## config.mk

```make
export PLATFORM = sky130hd
export DESIGN_NAME = agu_eff_addr
export DESIGN_NICKNAME = d
export VERILOG_FILES = /design/src/rtl/agu_pkg.sv /design/src/rtl/agu_disp_ext.sv /design/src/rtl/agu_index_scaler.sv /design/src/rtl/agu_out_stage.sv /design/src/rtl/agu_eff_addr.sv
export SDC_FILE = /design/constraint.sdc
export NUM_CORES = 1
export LEC_CHECK = 0
export ABC_AREA = 1
export BUFFER_PORTS_ARGS = -buffer_cell sky130_fd_sc_hd__buf_2
export CORE_MARGIN = 5
export CORE_UTILIZATION = 30
export CTS_BUF_LIST = sky130_fd_sc_hd__clkbuf_4 sky130_fd_sc_hd__clkbuf_8 sky130_fd_sc_hd__clkbuf_16
export DETAILED_ROUTE_END_ITERATION = 16
export HOLD_SLACK_MARGIN = 0.05
export PLACE_DENSITY = 0.49
export SYNTH_ARGS = -nofsm -noshare
export SYNTH_HDL_FRONTEND = slang
export SYNTH_SLANG_ARGS = --single-unit
```

## constraint.sdc

```tcl
create_clock -name clk -period 3.6 [get_ports clk]
set_input_delay 0 -clock clk [delete_from_list [all_inputs] [get_ports clk]]
set_output_delay 0 -clock clk [all_outputs]
set_load 0.1 [all_outputs]
```

## src/rtl/agu_pkg.sv

```systemverilog
package agu_pkg;

  typedef enum logic [1:0] {
    DISP_NONE = 2'd0,
    DISP_B8   = 2'd1,
    DISP_B16  = 2'd2,
    DISP_FULL = 2'd3
  } disp_sz_e;

  // Index operand that names the stack pointer is refused.
  function automatic logic index_refused(input logic en, input logic [2:0] sel,
                                         input logic [2:0] sp_sel);
    return en && (sel == sp_sel);
  endfunction

endpackage

```

## src/rtl/agu_disp_ext.sv

```systemverilog
module agu_disp_ext #(
  parameter int ADDR_W = 32
) (
  input  logic [ADDR_W-1:0]  raw,
  input  agu_pkg::disp_sz_e  size,
  output logic [ADDR_W-1:0]  ext
);
  localparam int NARROW = 2;   // byte and halfword forms

  logic [ADDR_W-1:0] narrow_ext [NARROW];

  for (genvar g = 0; g < NARROW; g++) begin : g_narrow
    localparam int FW = 8 << g;
    assign narrow_ext[g] = {{(ADDR_W-FW){raw[FW-1]}}, raw[FW-1:0]};
  end

  always_comb begin
    case (size)
      agu_pkg::DISP_NONE: ext = '0;
      agu_pkg::DISP_B8:   ext = narrow_ext[0];
      agu_pkg::DISP_B16:  ext = narrow_ext[1];
      default:            ext = raw;
    endcase
  end
endmodule

```

## src/rtl/agu_index_scaler.sv

```systemverilog
module agu_index_scaler #(
  parameter int ADDR_W  = 32,
  parameter int SCALE_W = 2
) (
  input  logic [ADDR_W-1:0]  idx,
  input  logic [SCALE_W-1:0] code,
  output logic [ADDR_W-1:0]  scaled
);
  localparam int NSTEP = 1 << SCALE_W;

  logic [ADDR_W-1:0] cand [NSTEP];

  for (genvar g = 0; g < NSTEP; g++) begin : g_shift
    assign cand[g] = idx << g;
  end

  assign scaled = cand[code];
endmodule

```

## src/rtl/agu_out_stage.sv

```systemverilog
module agu_out_stage #(
  parameter int ADDR_W = 32
) (
  input  logic              clk,
  input  logic              rst_n,
  input  logic              acc_ok,
  input  logic              acc_bad,
  input  logic [ADDR_W-1:0] nxt_addr,
  input  logic              nxt_lea,
  input  logic              out_ready,
  output logic              stage_free,
  output logic              out_valid,
  output logic [ADDR_W-1:0] out_addr,
  output logic              out_lea,
  output logic              illegal
);
  assign stage_free = !out_valid || out_ready;

  always_ff @(posedge clk) begin
    if (!rst_n) begin
      out_valid <= 1'b0;
      out_addr  <= '0;
      out_lea   <= 1'b0;
      illegal   <= 1'b0;
    end else begin
      illegal <= acc_bad;
      if (stage_free) begin
        out_valid <= acc_ok;
        if (acc_ok) begin
          out_addr <= nxt_addr;
          out_lea  <= nxt_lea;
        end
      end
    end
  end
endmodule

```

## src/rtl/agu_eff_addr.sv

```systemverilog
module agu_eff_addr #(
  parameter int ADDR_W    = 32,
  parameter int SEL_W     = 3,
  parameter int SCALE_W   = 2,
  parameter int STACK_SEL = 4
) (
  input  logic              clk,
  input  logic              rst_n,
  input  logic              in_valid,
  output logic              in_ready,
  input  logic              base_en,
  input  logic [ADDR_W-1:0] base_val,
  input  logic              index_en,
  input  logic [SEL_W-1:0]  index_sel,
  input  logic [ADDR_W-1:0] index_val,
  input  logic [SCALE_W-1:0] scale_code,
  input  logic [1:0]        disp_size,
  input  logic [ADDR_W-1:0] disp_raw,
  input  logic              lea_mode,
  input  logic              out_ready,
  output logic              out_valid,
  output logic [ADDR_W-1:0] out_addr,
  output logic              mem_req,
  output logic              reg_wr,
  output logic              illegal
);
  // Named internal events, visible to the bound checker.
  logic              accept;
  logic              idx_blocked;
  logic              acc_ok;
  logic              acc_bad;
  logic              out_lea;
  logic [ADDR_W-1:0] base_term;
  logic [ADDR_W-1:0] index_term;
  logic [ADDR_W-1:0] index_scaled;
  logic [ADDR_W-1:0] disp_ext;
  logic [ADDR_W-1:0] sum;

  assign accept      = in_valid && in_ready;
  assign idx_blocked = agu_pkg::index_refused(index_en, 3'(index_sel), 3'(STACK_SEL));
  assign acc_ok      = accept && !idx_blocked;
  assign acc_bad     = accept && idx_blocked;

  assign base_term  = base_en  ? base_val  : '0;
  assign index_term = index_en ? index_val : '0;

  agu_index_scaler #(.ADDR_W(ADDR_W), .SCALE_W(SCALE_W)) scaler_i (
    .idx    (index_term),
    .code   (scale_code),
    .scaled (index_scaled)
  );

  agu_disp_ext #(.ADDR_W(ADDR_W)) disp_i (
    .raw  (disp_raw),
    .size (agu_pkg::disp_sz_e'(disp_size)),
    .ext  (disp_ext)
  );

  assign sum = base_term + index_scaled + disp_ext;

  agu_out_stage #(.ADDR_W(ADDR_W)) stage_i (
    .clk        (clk),
    .rst_n      (rst_n),
    .acc_ok     (acc_ok),
    .acc_bad    (acc_bad),
    .nxt_addr   (sum),
    .nxt_lea    (lea_mode),
    .out_ready  (out_ready),
    .stage_free (in_ready),
    .out_valid  (out_valid),
    .out_addr   (out_addr),
    .out_lea    (out_lea),
    .illegal    (illegal)
  );

  assign mem_req = out_valid && !out_lea;
  assign reg_wr  = out_valid &&  out_lea;
endmodule

```

==> qor.txt, run 1 <==
status: completed
Clock Latency Late Sink: 280 ps
clk_skew: 4.52 ps
register bit total from synthesis: 35
syn nets: 1,163
final hold vios: 0
PwrDens: 407 nW/um^2
register area share after synthesis: 0.123
die area: 21,800 sq um
Clock Power Share: 0.183
number of diodes: 0
Tot GR Track Use: 0.175
die height: 148 microns
TritonCTS clock tree: done
Initial DRC Count: 252
Ports: 147
synthesized area: 5680 sq um
Nets: 1,300
fmax: 340 MHz
CP Launch Type: input port
hold buffers post-CTS: 5
wire per inst: 13.8 microns
Core ar.: 18,600 sq um
Pint: 0.00129 W
min Tclk post-route: 2940 ps
M3 GR Usage: 0.0215
global route total overflow: 0
PortBufs: 146
Die X-Extent: 148 microns
Final setup viols: 0
Final Util: 0.368
CTS H-tree depth: 2
Sinks on Clock Net: 35
clock-pin slew on the worst setup and hold paths: 60 ps
Setup crit end kind: flip-flop
Sw Pwr: 0.00150 W
CTS Buffer Depth: 2
antenna violations before repair: 0
Hold Path Class: in2reg
VDD IR max: 0.000175 V
Post-Syn Instances: 991
DP HPWL: 16.4 mm
DR vias: 6,091
worst-path fanout max: 16
Routed Antenna Nets: 0
M2 GR Usage: 0.272
global placement routability congestion: 0.915
synth warn: 0
Hold WS: 83.8 ps
Critical path origin: index_en
Slew headroom: 0.457
postcts setup bufs: 0
RR Startpoint: stage_i.out_valid
WP data required: 3790 ps
Sequential Power Share: 0.167
Final Power: 0.00279 W
clk root buf: clkbuf_16
layout cells sized above 1: 0.165
first-pass GRT wire length: 31.1 mm
Hold Startpoint: rst_n
GRT busiest layer: met2
Comb power frac: 0.650
First-pass DRT Iterations: 7
met1 Use GR: 0.261
Max-cap violations: 0
Resized Gates After CTS: 0
RSZ-0062 raised after global routing: no
CP arrival: 3130 ps
Area growth, synth to finish: 20.7%
setup tns final: 0 ps
worst setup path category: in2reg
final WL: 18.9 mm
DRC Markers: 0
Via density: 4.47
Final period util: 0.817
Tightest Pin Transition: 810 ps
Mean Syn Cell Area: 5.73 sq um
max-slew violations: 0
Sw Ratio: 0.539
Rows: 50
number of global-route vias before repair: 6,139
CTS Buf Count: 5
Starting Density: 0.305
# fillers: 2,162
count of cell types in the netlist: 36
Leak: 4.22 nW
pin count of the biggest net entering global routing: 36
## area by class of cell
class / instances / area, sq um / area share
repair buffers: 161 / 856 / 0.125
inverters: 208 / 781 / 0.114
flip-flops and latches: 35 / 701 / 0.102
clock inverters: 3 / 47.5 / 0.00694
well taps: 234 / 293 / 0.0427
clock buffers: 5 / 125 / 0.0183
multi-input cells: 717 / 4050 / 0.591
## kinds of logic (layout without fill, tap and decap cells)
logic type               count (synthesis)  count (layout)  synth area share
AND/OR/NAND/NOR                        511             511             0.375
buffers and inverters                  239             377             0.163
AO/OA/AOI/OAI                          109             109            0.0998
adder cells (fa/ha/maj)                 62              62             0.179
flip-flops                              35              35             0.123
multiplexers                            24              24            0.0423
XOR/XNOR                                11              11            0.0170
## worst max-delay path, stage by stage
cell,delay [ps]
buf_2,230
buf_4,250
nand2_1,80
o21ai_0,300
mux2i_1,190
fa_1,520
inv_1,40
ha_1,450
nand2_1,160
nor2_1,170
nand2_1,140
nor3_1,180
nand2_1,140
nand3_1,110
nand3_1,80
nand2_1,60
inv_1,30
## final timing paths
path	endpoint	slack [ps]	cells past startpoint
max reg2reg	stage_i.out_addr[21]	1680	9
min	stage_i.out_lea	80	3
max	stage_i.out_addr[29]	660	17
min reg2reg	stage_i.out_addr[14]	500	2
## layout by cell type (no fill, tap or decap), types with 3 or more instances in the layout
cell | netlist | routed
a21o_1 | 3 | 3
a21oi_1 | 48 | 48
buf_2 | 12 | 146
buf_4 | 4 | 10
clkbuf_16 | 0 | 5
dfxtp_1 | 35 | 35
dlygate4sd3_1 | 0 | 5
fa_1 | 32 | 32
ha_1 | 30 | 30
inv_1 | 204 | 204
inv_2 | 3 | 3
mux2i_1 | 24 | 24
nand2_1 | 293 | 293
nand2_2 | 7 | 7
nand3_1 | 85 | 85
nand3b_1 | 3 | 3
nand4_1 | 6 | 6
nor2_1 | 99 | 99
nor2_2 | 5 | 5
nor3_1 | 4 | 4
o21ai_0 | 49 | 49
o21ai_1 | 4 | 4
xnor2_1 | 3 | 3
xor2_1 | 8 | 8
## metrics by stage
stage,setup WS [ps],cell area (sq um),cells
after floorplan,925,5680,991
after global placement,331,6630,1350
after detailed placement,368,6630,1350
after CTS,662,6850,1363
after global routing,362,6850,1363
final,659,6850,1363
## sequential cells by signal, indices dropped and copies added (netlist names)
| name | cells |
|---|---|
| stage_i.out_valid | 1 |
| stage_i.out_lea | 1 |
| stage_i.out_addr | 32 |
| stage_i.illegal | 1 |
## synth_stat cells, drive strengths merged
master	n	area (sq um)
nand2	300	1140
o211ai	1	7.51
a21oi	49	249
buf	19	101
a22oi	1	7.51
clkinv	1	3.75
o21bai	1	7.51
fa	32	641
and2	2	15.0
a21o	3	22.5
mux2i	24	240
ha	30	375
a211oi	1	7.51
nor2	106	425
dfxtp	35	701
nor3	6	40.0
nand3	86	435
nand4	6	37.5
xnor2	3	26.3
xor2	8	70.1
nand3b	3	22.5
inv	207	777
or2	2	12.5
clkbuf	12	45.0
o21ai	53	265
## metal layers
metal	up-vias	routed length, microns
li1	3305	-
met1	2599	9700
met2	175	7790
met3	12	1130
met4	0	231
met5	-	0
## power by group through the flow
stage	sequential [W]	clock (W)	combinational, W
after floorplan	0.000846	0	0.000994
after global placement	0.000475	0	0.00182
after detailed placement	0.000476	0	0.00182
after CTS	0.000467	0.000522	0.00183
after global routing	0.000473	0.000533	0.00205
final	0.000466	0.000511	0.00181
No activity file was read; power rests on OpenSTA's default activity.
==> inputs of run 2 (changes only) <==
--- a/config.mk
+++ b/config.mk
@@ -12,7 +12,7 @@
 export CTS_BUF_LIST = sky130_fd_sc_hd__clkbuf_4 sky130_fd_sc_hd__clkbuf_8 sky130_fd_sc_hd__clkbuf_16
 export DETAILED_ROUTE_END_ITERATION = 16
 export HOLD_SLACK_MARGIN = 0.05
-export PLACE_DENSITY = 0.49
+export PLACE_DENSITY = 0.51
 export SYNTH_ARGS = -nofsm -noshare
 export SYNTH_HDL_FRONTEND = slang
 export SYNTH_SLANG_ARGS = --single-unit
==> constraint.sdc (replaced) <==
create_clock -name clk -period 2.4 [get_ports clk]
set_input_delay 0 -clock clk [delete_from_list [all_inputs] [get_ports clk]]
set_output_delay 0 -clock clk [all_outputs]
set_load 0.1 [all_outputs]
==> run 2 against run 1 <==
Against the previous run:
- worst hold slack better by 11 ps
- clock power is 47% higher
- total power grew 89%
- highest routed layer is now met5
==> qor.txt, run 2 (same netlist as run 1, synthesis figures left out) <==
most common cell after layout, fill and taps aside: nand2_1
Initial DRC Count: 317
multi-input logic area: 5080 sq um
Sw Pwr: 0.00266 W
PortBufs: 146
die height: 148 microns
leading cell types in the layout, fill and taps excluded: nand2_1 (248), inv_1 (182), buf_2 (141), buf_4 (102), nor2_1 (84)
CTS Buffer Depth: 2
worst setup path category: in2reg
Setup crit end kind: flip-flop
WP data required: 2570 ps
Sw Ratio: 0.506
Sinks on Clock Net: 35
Core ar.: 18,600 sq um
clk root buf: clkbuf_16
Die X-Extent: 148 microns
DR vias: 6,681
PwrDens: 588 nW/um^2
Tot GR Track Use: 0.178
Tightest Pin Transition: 505 ps
Comb power frac: 0.724
Area growth, synth to finish: 57.5%
CP Launch Type: input port
CTS H-tree depth: 2
global route total overflow: 0
R2R depth: 8
Clock Latency Late Sink: 280 ps
Clock Power Share: 0.143
final instance area: 8940 sq um
Ports: 147
CP arrival: 2510 ps
pin count of the biggest net entering global routing: 32
Nets: 1,408
layout cells sized above 1: 0.395
Hold Path Class: in2reg
Starting Density: 0.305
die area: 21,800 sq um
Final setup viols: 0
wire per inst: 13.8 microns
Leak: 4.91 nW
Rows: 50
Slew headroom: 0.666
final hold vios: 0
VDD IR max: 0.000264 V
fmax: 428 MHz
Sequential Power Share: 0.133
Hold WS: 94.8 ps
status: completed
First-pass DRT Iterations: 5
register area: 702 sq um
Via density: 4.54
global placement routability congestion: 0.913
Biggest register: stage_i.out_addr
DRC Markers: 0
# fillers: 1,950
max-slew violations: 0
max reg flops: 32
Routed Antenna Nets: 0
Pint: 0.00260 W
Critical path origin: index_en
min Tclk post-route: 2340 ps
CTS Buf Count: 5
number of global-route vias before repair: 6,646
clk_skew: 7.42 ps
DP HPWL: 16.7 mm
capture point of the worst reg-to-reg path: stage_i.out_addr[14]
Max-cap violations: 0
Final period util: 0.973
reg2reg setup slack: 940 ps
clock-pin slew on the worst setup and hold paths: 60 ps
worst-path fanout max: 6
first-pass GRT wire length: 32.0 mm
number of diodes: 0
Worst Setup EP: stage_i.out_addr[28]
antenna violations before repair: 1
RSZ-0062 raised after global routing: yes
post-place instance area: 7590 sq um
final WL: 20.4 mm
RR Startpoint: stage_i.out_valid
TritonCTS clock tree: done
## run 2: cell count changes in the layout (fill, tap and decap cells not counted), moves of 24 or more
cell     delta
buf_4      +92
nand2_1    -45
o21ai_0    -31
ha_1       -27
nand2_2    +33
ha_4       +24
## run 2: worst min path at each step
stage / start / endpoint / slack (ps) / cells after the start
floorplan: lea_mode / stage_i.out_lea / 130 / 2
CTS: rst_n / stage_i.out_addr[5] / 100 / 3
finish: rst_n / stage_i.out_lea / 90 / 3
global route: rst_n / stage_i.out_addr[5] / 100 / 3
detailed placement: lea_mode / stage_i.out_lea / 230 / 3
global placement: lea_mode / stage_i.out_lea / 230 / 3
## run 2: repair_timing
| action | CTS | global route |
|---|---|---|
| resized for setup | 36 | 213 |
| pin swaps | 1 | 55 |
| setup endpoints to repair | 25 | 26 |
| setup buffers | 0 | 10 |
| cloned | 0 | 5 |
| endpoints found under the hold margin | 3 | 0 |
| hold buffers | 5 | 0 |
## run 2: cell type report
type                       instances  share of cell area
clock buffer                       5              0.0140
tap                              234              0.0327
timing repair buffer             268               0.211
timing repair inverter             1            0.000979
clock inverter                     3             0.00490
sequential                        35              0.0785
inverter                         208              0.0894
multi-input combinational        717               0.568
## run 2: power groups by stage
stage          Sequential, W  Combinational (W)  Clock (W)
3_3_place_gp        0.000713            0.00322          0
6_report            0.000700            0.00381   0.000751
5_1_grt             0.000712            0.00416   0.000793
4_1_cts             0.000701            0.00332   0.000775
2_1_floorplan        0.00127            0.00164          0
3_5_place_dp        0.000714            0.00323          0
## run 2: metal layers
layer  vias up  global-route usage  part of all wire
li1       3518                   -                 -
met1      2966               0.255              0.48
met2       175               0.286              0.45
met3        20              0.0236             0.054
met4         2              0.0387             0.018
met5         -                   0           0.00034
## run 2: worst max-delay path, stage by stage
cell and delay [ps]:
buf_12 100, buf_6 100, nand2_1 120, o21ai_2 220, mux2i_2 130, fa_1 510, inv_1 40, ha_2 400
nand2_2 110, nor2_2 150, nand2_1 120, nor3_2 110, nand2_1 110, nand3_1 90, nand2_1 60, nor2_2 90
nor2_1 40
## run 2: metrics by stage
| stage | setup TNS (ps) | util | power [W] | std cells | worst slack [ps] |
|---|---|---|---|---|---|
| 6_report | 0 | 0.480 | 0.00526 | 1471 | 63.9 |
| 5_1_grt | -331 | 0.480 | 0.00567 | 1471 | -61.2 |
| 4_1_cts | 0 | 0.426 | 0.00480 | 1456 | 2.95 |
| 3_5_place_dp | -10840 | 0.407 | 0.00394 | 1443 | -537 |
| 3_3_place_gp | -10530 | 0.407 | 0.00394 | 1443 | -526 |
| 2_1_floorplan | -14.4 | - | 0.00291 | 991 | -7.28 |
==> inputs of run 3 (changes only) <==
--- a/config.mk
+++ b/config.mk
@@ -8,11 +8,11 @@
 export ABC_AREA = 1
 export BUFFER_PORTS_ARGS = -buffer_cell sky130_fd_sc_hd__buf_2
 export CORE_MARGIN = 5
-export CORE_UTILIZATION = 30
+export CORE_UTILIZATION = 55
 export CTS_BUF_LIST = sky130_fd_sc_hd__clkbuf_4 sky130_fd_sc_hd__clkbuf_8 sky130_fd_sc_hd__clkbuf_16
 export DETAILED_ROUTE_END_ITERATION = 16
 export HOLD_SLACK_MARGIN = 0.05
-export PLACE_DENSITY = 0.51
+export PLACE_DENSITY = 0.82
 export SYNTH_ARGS = -nofsm -noshare
 export SYNTH_HDL_FRONTEND = slang
 export SYNTH_SLANG_ARGS = --single-unit
==> constraint.sdc (replaced) <==
create_clock -name clk -period 2.5 [get_ports clk]
set_input_delay 0 -clock clk [delete_from_list [all_inputs] [get_ports clk]]
set_output_delay 0 -clock clk [all_outputs]
set_load 0.1 [all_outputs]
==> run 3 against run 2 <==
Against the previous run:
- clock power fell by 38%
- setup slack better by 31 ps
- highest routed layer is now met4
- via count up 4.0%
- largest cell class unchanged
- clock skew down 5.2 ps
==> qor.txt, run 3 (same netlist as run 1, synthesis figures left out) <==
status: completed
Sinks on Clock Net: 35
Area growth, synth to finish: 43.5%
Ports: 147
Hold Startpoint: rst_n
clock-pin slew on the worst setup and hold paths: 70 ps
RR Startpoint: stage_i.out_valid
CP arrival: 2600 ps
most common cell after layout, fill and taps aside: nand2_1
Die X-Extent: 112 microns
Tightest Pin Transition: 687 ps
Hold Path Class: in2reg
Starting Density: 0.558
Hold WS: 58.7 ps
global route total overflow: 0
RSZ-0062 raised after global routing: yes
pin count of the biggest net entering global routing: 37
max reg flops: 32
layout cells sized above 1: 0.323
post-place instance area: 7320 sq um
Setup crit end kind: flip-flop
Biggest register: stage_i.out_addr
Routed Antenna Nets: 0
crit-path leading delay family: adder cells
final WL: 19.0 mm
# fillers: 775
CP max stage delay: 570 ps
Final setup viols: 0
PortBufs: 146
worst-path fanout max: 11
clk_skew: 2.24 ps
Final Power: 0.00450 W
Initial DRC Count: 515
min Tclk post-route: 2400 ps
fmax: 416 MHz
Final period util: 0.962
Crit-path slowest cell: fa_1
Leak: 4.68 nW
VDD IR max: 0.000434 V
Nets: 1,383
First-pass DRT Iterations: 6
number of diodes: 0
Core ar.: 10,200 sq um
Via density: 5.16
CP Launch Type: input port
die area: 12,500 sq um
Tot GR Track Use: 0.276
WP data required: 2690 ps
final instance area: 8150 sq um
clk root buf: clkbuf_8
die height: 112 microns
number of global-route vias before repair: 6,391
Max-cap violations: 0
Critical path origin: index_en
Worst Path Buf+Inv: 6
max-slew violations: 0
CTS Buf Count: 5
global placement routability congestion: 0.975
CTS H-tree depth: 2
antenna violations before repair: 0
Clock Latency Late Sink: 290 ps
CTS Buffer Depth: 2
Rows: 37
first-pass GRT wire length: 28.9 mm
setup tns final: 0 ps
Slew headroom: 0.539
Final Util: 0.800
PwrDens: 553 nW/um^2
leading cell types in the layout, fill and taps excluded: nand2_1 (269), inv_1 (198), buf_2 (144), nor2_1 (86)
DP HPWL: 14.9 mm
DRC Markers: 0
DR vias: 6,951
TritonCTS clock tree: done
worst setup path category: in2reg
final hold vios: 0
wire per inst: 14.1 microns
CP Cell Sequence: buf_8 > buf_6 > nand2_1 > buf_4 > o21ai_4 > mux2i_2 > fa_1 > inv_2 > ha_4 > nand2_1 > nand2_2 > inv_1 > nand2_2 > a21oi_2 > nand2_2 > nand2_2 > nand2_1 > nand2_1 > nand3_1 > nand2_1 > inv_1
Crit path top cell by count: nand2_1
[run 3: changes by cell type in the layout (fill, tap and decap cells not counted), sizes merged]
| cell | delta |
|---|---|
| buf | -22 |
| clkinvlp | -1 |
| clkinv | -2 |
| bufinv | -1 |
| dlygate4sd3 | +1 |
[run 3: worst min-delay path, stage by stage]
cell and delay [ps]:
buf_2 170, o21ai_0 90, nor2_1 40
[run 3: per-stage QoR]
| step | cells | setup WS, ps |
|---|---|---|
| CTS | 1342 | 5.68 |
| global placement | 1328 | -517 |
| floorplan | 991 | 8.09 |
| finish | 1348 | 95.1 |
| detailed placement | 1328 | -491 |
| global route | 1348 | -66.6 |
[run 3: path summary, 6_finish.rpt]
check / slack (ps) / depth (start not counted) / end
max: 100 / 21 / stage_i.out_addr[30]
min: 60 / 3 / stage_i.out_addr[2]
max reg2reg: 860 / 9 / stage_i.out_addr[26]
min reg2reg: 490 / 2 / stage_i.out_addr[3]
[run 3: routing by layer]
layer | share of wire | track usage | vias up
li1 | - | - | 3475
met1 | 0.42 | 0.374 | 3114
met2 | 0.47 | 0.464 | 330
met3 | 0.090 | 0.0315 | 32
met4 | 0.019 | 0.0779 | 0
met5 | 0 | 0 | -
[run 3: power breakdown]
part	leakage [nW]	internal (W)	switching [W]
clock network	0.0549	0.000262	0.000201
registers	0.291	0.000635	0.0000369
logic	4.33	0.00123	0.00213
total	4.68	0.00213	0.00237
[run 3: what timing repair did]
| item | 4_1_cts | 5_1_grt |
|---|---|---|
| gates cloned | 0 | 3 |
| buffers inserted | 0 | 3 |
| setup endpoints to repair | 15 | 24 |
| endpoints found under the hold margin | 3 | 0 |
| pin swaps | 0 | 17 |
| hold buffers | 6 | 0 |
| resized for setup | 9 | 146 |
[run 3: area by class of cell]
type	instances	area [sq um]	share of cell area
well taps	136	170	0.0209
multi-input cells	717	4740	0.581
flip-flops and latches	35	702	0.0861
inverters	208	793	0.0973
clock buffers	8	104	0.0127
repair buffers	244	1640	0.202
